===== src/rtl/bsram_pkg.sv =====
package bsram_pkg;
  typedef enum logic [1:0] {
    PH_IDLE   = 2'd0,
    PH_PREP   = 2'd1,
    PH_WORD   = 2'd2,
    PH_FINISH = 2'd3
  } phase_t;
endpackage


===== src/rtl/bsram_decode.sv =====
module bsram_decode #(
  parameter int NUM_BLOCKS = 4,
  parameter int BLK_W      = 2,
  parameter int ROW_W      = 4,
  parameter int COL_W      = 2,
  localparam int ADDR_W    = BLK_W + ROW_W + COL_W
) (
  input  logic [ADDR_W-1:0]     addr_i,
  output logic [NUM_BLOCKS-1:0] sel_oh_o,
  output logic [ROW_W-1:0]      row_o,
  output logic [COL_W-1:0]      col_o
);
  logic [BLK_W-1:0] blk;

  assign blk   = addr_i[ADDR_W-1 -: BLK_W];
  assign row_o = addr_i[COL_W +: ROW_W];
  assign col_o = addr_i[COL_W-1:0];

  for (genvar b = 0; b < NUM_BLOCKS; b++) begin : g_sel
    assign sel_oh_o[b] = (blk == BLK_W'(b));
  end
endmodule


===== src/rtl/bsram_seq.sv =====
module bsram_seq
  import bsram_pkg::*;
(
  input  logic clk,
  input  logic rst,
  input  logic start_i,
  input  logic we_i,
  output logic act_o,
  output logic pc_o,
  output logic wl_o,
  output logic se_o,
  output logic drv_o,
  output logic capture_o,
  output logic commit_o,
  output logic done_o
);
  phase_t state, state_n;
  logic   op_we, we_n;

  always_comb begin
    state_n = state;
    unique case (state)
      PH_IDLE:   if (start_i) state_n = PH_PREP;
      PH_PREP:   state_n = PH_WORD;
      PH_WORD:   state_n = PH_FINISH;
      PH_FINISH: state_n = PH_IDLE;
      default:   state_n = PH_IDLE;
    endcase
  end

  assign we_n = (state == PH_IDLE && start_i) ? we_i : op_we;

  always_ff @(posedge clk) begin
    if (rst) begin
      state <= PH_IDLE;
      op_we <= 1'b0;
      act_o <= 1'b0;
      pc_o  <= 1'b0;
      wl_o  <= 1'b0;
      se_o  <= 1'b0;
      drv_o <= 1'b0;
    end else begin
      state <= state_n;
      op_we <= we_n;
      act_o <= (state_n != PH_IDLE);
      pc_o  <= (state_n == PH_PREP && !we_n) || (state_n == PH_FINISH && we_n);
      wl_o  <= (state_n == PH_WORD);
      se_o  <= (state_n == PH_FINISH && !we_n);
      drv_o <= (state_n == PH_PREP || state_n == PH_WORD) && we_n;
    end
  end

  assign capture_o = (state == PH_WORD) && !op_we;
  assign commit_o  = (state == PH_WORD) && op_we;
  assign done_o    = (state == PH_FINISH);
endmodule


===== src/rtl/bsram_array.sv =====
module bsram_array #(
  parameter int DATA_W = 8,
  parameter int DEPTH  = 64,
  localparam int IDX_W = $clog2(DEPTH)
) (
  input  logic              clk,
  input  logic              wr_en,
  input  logic              rd_en,
  input  logic [IDX_W-1:0]  idx,
  input  logic [DATA_W-1:0] wdata,
  output logic [DATA_W-1:0] rdata
);
  logic [DATA_W-1:0] mem [DEPTH];

  always_ff @(posedge clk) begin
    if (wr_en) mem[idx] <= wdata;
    if (rd_en) rdata <= mem[idx];
  end
endmodule


===== src/rtl/banked_sram.sv =====
module banked_sram #(
  parameter int NUM_BLOCKS = 4,
  parameter int ROWS       = 16,
  parameter int COLS       = 4,
  parameter int DATA_W     = 8,
  localparam int BLK_W     = (NUM_BLOCKS > 1) ? $clog2(NUM_BLOCKS) : 1,
  localparam int ROW_W     = (ROWS > 1) ? $clog2(ROWS) : 1,
  localparam int COL_W     = (COLS > 1) ? $clog2(COLS) : 1,
  localparam int ADDR_W    = BLK_W + ROW_W + COL_W,
  localparam int DEPTH     = ROWS * COLS
) (
  input  logic                  clk,
  input  logic                  rst,
  input  logic                  sleep_i,
  input  logic                  req_i,
  input  logic                  we_i,
  input  logic [ADDR_W-1:0]     addr_i,
  input  logic [DATA_W-1:0]     wdata_i,
  output logic                  busy_o,
  output logic                  rdy_o,
  output logic [DATA_W-1:0]     rdata_o,
  output logic [NUM_BLOCKS-1:0] blk_active_o,
  output logic [NUM_BLOCKS-1:0] blk_retain_o,
  output logic [NUM_BLOCKS-1:0] pchg_o,
  output logic [NUM_BLOCKS-1:0] wline_o,
  output logic [NUM_BLOCKS-1:0] sense_o,
  output logic [NUM_BLOCKS-1:0] wdrive_o
);
  localparam int IDX_W = ROW_W + COL_W;

  logic [NUM_BLOCKS-1:0] sel_oh;
  logic [ROW_W-1:0]      dec_row;
  logic [COL_W-1:0]      dec_col;
  logic                  accept;

  logic [NUM_BLOCKS-1:0] req_blk_oh;
  logic [IDX_W-1:0]      req_idx;
  logic                  req_we;
  logic [DATA_W-1:0]     req_wd;

  logic [NUM_BLOCKS-1:0] capture, commit, done;
  logic [DATA_W-1:0]     bank_rd [NUM_BLOCKS];
  logic [DATA_W-1:0]     bus_mux;

  bsram_decode #(
    .NUM_BLOCKS(NUM_BLOCKS), .BLK_W(BLK_W), .ROW_W(ROW_W), .COL_W(COL_W)
  ) u_dec (
    .addr_i(addr_i), .sel_oh_o(sel_oh), .row_o(dec_row), .col_o(dec_col)
  );

  assign accept = req_i && !busy_o && !sleep_i;

  always_ff @(posedge clk) begin
    if (rst) begin
      busy_o     <= 1'b0;
      req_blk_oh <= '0;
      req_idx    <= '0;
      req_we     <= 1'b0;
      req_wd     <= '0;
    end else if (accept) begin
      busy_o     <= 1'b1;
      req_blk_oh <= sel_oh;
      req_idx    <= {dec_row, dec_col};
      req_we     <= we_i;
      req_wd     <= wdata_i;
    end else if (|done) begin
      busy_o <= 1'b0;
    end
  end

  for (genvar b = 0; b < NUM_BLOCKS; b++) begin : g_bank
    bsram_seq u_seq (
      .clk(clk), .rst(rst),
      .start_i(accept && sel_oh[b]), .we_i(we_i),
      .act_o(blk_active_o[b]), .pc_o(pchg_o[b]), .wl_o(wline_o[b]),
      .se_o(sense_o[b]), .drv_o(wdrive_o[b]),
      .capture_o(capture[b]), .commit_o(commit[b]), .done_o(done[b])
    );

    bsram_array #(.DATA_W(DATA_W), .DEPTH(DEPTH)) u_arr (
      .clk(clk), .wr_en(commit[b]), .rd_en(capture[b]),
      .idx(req_idx), .wdata(req_wd), .rdata(bank_rd[b])
    );
  end

  assign blk_retain_o = ~blk_active_o;

  always_comb begin
    bus_mux = '0;
    for (int b = 0; b < NUM_BLOCKS; b++) begin
      if (req_blk_oh[b]) bus_mux = bus_mux | bank_rd[b];
    end
  end

  always_ff @(posedge clk) begin
    if (rst) begin
      rdy_o   <= 1'b0;
      rdata_o <= '0;
    end else begin
      rdy_o <= (|done) && !req_we;
      if ((|done) && !req_we) rdata_o <= bus_mux;
    end
  end
endmodule


===== config.mk =====
export PLATFORM = sky130hd
export DESIGN_NAME = banked_sram
export DESIGN_NICKNAME = d
export VERILOG_FILES = /design/src/rtl/bsram_pkg.sv /design/src/rtl/bsram_decode.sv /design/src/rtl/bsram_seq.sv /design/src/rtl/bsram_array.sv /design/src/rtl/banked_sram.sv
export SDC_FILE = /design/constraint.sdc
export NUM_CORES = 2
export LEC_CHECK = 0
export BUFFER_PORTS_ARGS = -buffer_cell sky130_fd_sc_hd__buf_2
export CAP_MARGIN = 20
export CORE_MARGIN = 2
export CORE_UTILIZATION = 40
export DETAILED_ROUTE_END_ITERATION = 8
export GPL_ROUTABILITY_DRIVEN = 0
export SYNTH_ARGS = -nofsm -noshare
export SYNTH_HDL_FRONTEND = slang
export SYNTH_SLANG_ARGS = --single-unit

===== constraint.sdc =====
create_clock -name clk -period 4.01 [get_ports clk]
set_input_delay 0.802 -clock clk [delete_from_list [all_inputs] [get_ports clk]]
set_output_delay 0.802 -clock clk [all_outputs]
set_load 0.02 [all_outputs]

Yosys cells after proc, flatten, opt, wreduce, memory -nomap -nowiden. Memory sizes are Yosys's and may differ from the RTL's. A register that Yosys moved wholly into a read port is not among the register bits. Index checks and enable logic that the tools add are counted.

Register bits: 61. Memory bits (writable): 2048. Input bits: 21. Output and inout port bits: 34. Word-level logic and storage cells: 161. Memories kept: 4.

Memory list: g_bank[0].u_arr.mem (depth 64, bits a word 8, rd ports 1, clocked after memory_dff 1, write ports 1, line bsram_array.sv:13) `logic [DATA_W-1:0] mem [DEPTH];`; g_bank[1].u_arr.mem (depth 64, bits a word 8, rd ports 1, clocked after memory_dff 1, write ports 1, line bsram_array.sv:13); g_bank[2].u_arr.mem (depth 64, bits a word 8, rd ports 1, clocked after memory_dff 1, write ports 1, line bsram_array.sv:13); g_bank[3].u_arr.mem (depth 64, bits a word 8, rd ports 1, clocked after memory_dff 1, write ports 1, line bsram_array.sv:13).

Eq/ne operators: 27. Mux-type cells: 26. Bitwise operators: 4. Reduce and logical (&&, ||, !) cells: 65.

Operators by type and width (number): $eq A2 B2 Y1 const B (18); $logic_and A1 B1 Y1 (35); $mux W8 (4); $pmux W2 S4 (4); $or A8 B8 Y8 (3); $eq A2 B1 Y1 const B (9); $mux W1 (14); $logic_not A1 Y1 (11); $logic_not A2 Y1 (5); $reduce_bool A2 Y1 (5); $logic_or A1 B1 Y1 (8); $mux W2 (4); $not A4 Y4 (1); $reduce_or A4 Y1 (1).

Logic depth before layout (Yosys ltp).
Depth in word-level cells: 9. Depth in mapped cells: 12. Gate-level depth less buffers: 9.

Hierarchy. From an unflattened synthesis, not the netlist that was laid out.

Cells, all modules: 5004. Area, all modules: 85016.5 µm².

Modules (own cells, without submodules): bsram_array (instances 4, cells an instance 1171, area each 20529.7 µm², seq. area each 15615.0 µm²); bsram_seq (instances 4, cells an instance 39, area each 385.4 µm², seq. area each 160.2 µm²); banked_sram (instances 1, cells an instance 154, area each 1285.0 µm², seq. area each 580.6 µm²); bsram_decode (instances 1, cells an instance 10, area each 71.3 µm², seq. area each 0.0 µm²).

Least setup slack after synthesis. No wires, ideal clock.

Kind: reg2reg. Start: reg req_wd[0]. End: mem g_bank[0].u_arr.mem[0][0], data pin. Setup time: 0.856 ns. Arrival: 3.397 ns. Data required time: 3.154 ns. Slack: -0.243 ns. Cell stages (with the launch flop): 1. Buffers on the path: 0. Clock period less this slack: 4.253 ns. Cells stage by stage: dfxtp_1.

RTL lines: from (decl) (line banked_sram.sv:39) `logic [DATA_W-1:0] req_wd;`; from (signal assigned) (line banked_sram.sv:65) `req_wd <= wdata_i;`; to (decl) (line bsram_array.sv:13).

Straight into the memory's write port.

==> summary.txt <==
Pwr
  – Combinational cell fraction of total power: 6.2%
  – Sw frac: 22.7%
  – Sequential power share: 53.1%
  – Net Sw Power: around 11 mW
  – VDD IR max: around 0.00040 V
  – Total power: approximately 47 mW
  – PD cells: a little over 500 nW/um2
  – Cell internal pwr: approximately 36 mW
  – Clock power frac: between 40 and 50%
  – P_leak: around 29 nW

Die
  – Chip width: ~460 um
  – Initial Utilization: roughly two fifths
  – I/O pin cnt: 55
  – Site Rows: around 170
  – Die ar.: between 200,000 and 250,000 um2
  – Core Region: around 200,000 um2
  – Die height: approximately 460 um

Layout
  – Area growth syn-to-layout: 14.2%
  – Most frequent cells in the layout: edfxtp_1 (2,080), a22oi_1 (422), nor2_1 (362), buf_4 (289), a221oi_1 (263)
  – Fin util: approximately 46%
  – Fin nets: roughly 5,000
  – Most common cell after layout, fill and taps aside: edfxtp_1
  – Layout cells sized above 1: 14.9%
  – FILL cells: between 15,000 and 20,000

Clock tree
  – Setup Buffers After CTS: 0
  – Clock network latency to the later pin of the worst-skew pair: between 0.8 and 0.9 ns
  – # H-tree levels: 4
  – Root buf cell: clkbuf_16
  – Worst-path clk slew: 0.07 ns
  – Num CTS Buffers: 200
  – Post-cts resize count: 0
  – CTS sink count: 2,141
  – Clock tree buffer depth: 3
  – Hold buffer count at cts: 0
  – CTS tree: built

Synthesis
  – Ys Warns: 0
  – Post-synthesis register bit count: around 2,100
  – Cell variety after synth: about 70
  – Async S/R FF share, synth: 0%
  – Synthesized net count: about 5,000
  – EDFF count, synth: approximately 2,100
  – Cell Area, Synth: between 80,000 and 90,000 um2
  – Syn Inst Count: between 4,000 and 5,000
  – Seq/Total Area, Yosys: between 70% and 80%
  – Main synth FF type: edfxtp_1
  – Syn Area/Cell: between 15 and 20 um2

Global route
  – Initial antenna violation count: 6
  – Largest net degree at the start of global routing: 141
  – Number of global-route vias before repair: about 47,000
  – First-pass GRT wire length: between 300,000 and 400,000 um
  – Gr usage total: 22.9%
  – Grt total ovfl: 0

Worst setup path
  – Critical Path Sink Type: flip-flop
  – Setup slack, reg-to-reg: ~0.31 ns
  – R2R depth: 7
  – R2r startpoint: req_idx[0]
  – Startpoint Class: flip-flop
  – R2R Path End: g_bank[0].u_arr.rdata[6]
  – Critical Path RT: around 4.6 ns
  – Crit path DAT: ~4.3 ns
  – Crit path max fanout: 39
  – Crit Path Class: flip-flop to flip-flop

Route
  – Final wirelength: approximately 240,000 um
  – Wire length per cell: 30.7 um
  – DRT Pass-1 Iters: 7
  – Drt drc: 0
  – Drt first-iter violations: a little over 7,000
  – DR vias: 48,700
  – Post-DRT Antenna Nets: 0
  – Vias/cell: 6.15

STA
  – Relative slew slack: approximately a fifth
  – Setup TNS: 0 ns
  – Slew @ Worst Pin: approximately 1.2 ns
  – Unrepaired setup endpoints after global routing: false
  – Minimum period implied by the final worst setup slack: between 3 and 4 ns
  – Final period utilization: a little over 90%
  – Hold Vio Cnt, Final: 0
  – Slew Viols, Final: 0
  – Worst Skew: around 0.044 ns
  – Final setup viols: 0
  – Max frequency: between 200 and 300 MHz

Place
  – IO buf count: 54
  – Post-detail-place hpwl: ~150,000 um

Min path
  – Worst hold-check path type: primary input to flip-flop
  – Worst Hold End: req_wd[4]
  – Hold Crit Start: wdata_i[4]
  – Hold path cells: 3

Job
  – Max-cap viol count: 0

Status
  – Run status: finished clean
-- layer usage --
| layer | share of wire (%) | routed length [um] | global-route usage (%) |
|---|---|---|---|
| met5 | 0.023 | 56 | 0 |
| met4 | 3.1 | 7610 | 7.07 |
| met3 | 11 | 26500 | 5.58 |
| met2 | 46 | 112000 | 35.4 |
| met1 | 40 | 97600 | 32.0 |
-- cell type report --
type	instances	area (um2)	area share, %
antenna	2	5.00	0.00536
clock buffer	243	5210	5.58
clock inverter	127	1350	1.44
inverter	24	92.6	0.0992
multi-input combinational	2327	16300	17.5
sequential	2141	63700	68.2
tap	2672	3340	3.58
timing repair buffer	390	3360	3.59
-- synthesized netlist by cell type (9+ instances only) --
cell	count	area, um2
and2_1	13	81.3
a22o_1	38	333
mux4_2	26	586
buf_4	38	285
nor3_1	46	230
ha_1	24	300
a31oi_1	25	156
a221o_1	11	110
a222oi_1	10	100
mux2_2	31	349
nor4_1	33	206
a21oi_1	137	686
nand3_1	11	55.1
a22oi_1	422	3170
edfxtp_1	2080	62500
nand4_1	9	56.3
buf_1	60	225
o211ai_1	14	105
inv_1	21	78.8
a211oi_1	12	90.1
o221ai_1	9	78.8
a221oi_1	263	2300
o22ai_1	165	1030
o31a_1	10	87.6
or4b_1	10	100
nor2_1	371	1390
nor2b_1	17	106
buf_2	133	666
dfxtp_1	61	1220
o2111ai_1	11	96.3
mux2i_1	223	2230
a311oi_1	17	149
nand2_1	170	638
a41oi_1	18	158
clkbuf_1	132	495
buf_6	17	191
nand2b_1	9	56.3
o21ai_0	91	455
o22a_1	22	193
-- power by group through the flow --
stage | sequential, mW | clock [mW] | combinational, mW
floorplan | 25.5 | 0 | 1.57
global placement | 25.5 | 0 | 2.83
detailed placement | 25.5 | 0 | 2.88
CTS | 25.0 | 19.4 | 2.88
global route | 25.0 | 20.2 | 3.11
finish | 25.0 | 19.2 | 2.93
-- per-stage QoR --
step	setup WS (ns)	instances	instance area, um2	hold WS [ns]
finish	0.311	7926	93400	0.165
global route	0.191	7925	93400	0.170
CTS	0.472	7921	93300	0.115
detailed placement	0.502	7551	86800	0.466
global placement	0.424	7549	86800	0.445
floorplan	1.52	4873	81800	0.426
-- cells by family after synthesis --
kind of cell | share of synthesized area [%]
compound gates | 11.7
fa+ha+maj | 0.367
buf+inv | 2.41
mux | 3.87
flops | 77.9
simple gates | 3.81
-- state kept, by name, summed over array words and instances (netlist names), 6 cells and up --
name	count
g_bank.u_arr.mem	2048
req_idx	6
req_wd	8
g_bank.u_arr.rdata	32
g_bank.u_seq.state	8
rdata_o	8
-- worst max path at each step --
stage	from	to	cells after the start	slack [ns]
2_1_floorplan	req_wd[0]	g_bank[0].u_arr.mem[0][0]	0	1.52
3_3_place_gp	req_idx[1]	g_bank[1].u_arr.rdata[0]	5	0.42
3_5_place_dp	req_idx[0]	g_bank[0].u_arr.rdata[6]	7	0.50
6_report	req_idx[0]	g_bank[0].u_arr.rdata[6]	7	0.31
5_1_grt	req_idx[0]	g_bank[0].u_arr.rdata[6]	7	0.19
4_1_cts	req_idx[0]	g_bank[0].u_arr.rdata[6]	7	0.47
-- worst max-delay path, stage by stage, from the launching register on --
cell	delay [ns]
dfxtp_4	0.74
or2_2	0.48
nor2_4	0.07
buf_4	0.30
a221o_1	0.37
o21ai_0	0.62
nand4_1	0.36
or3_1	0.45
Power figures use the tool's default switching activity.
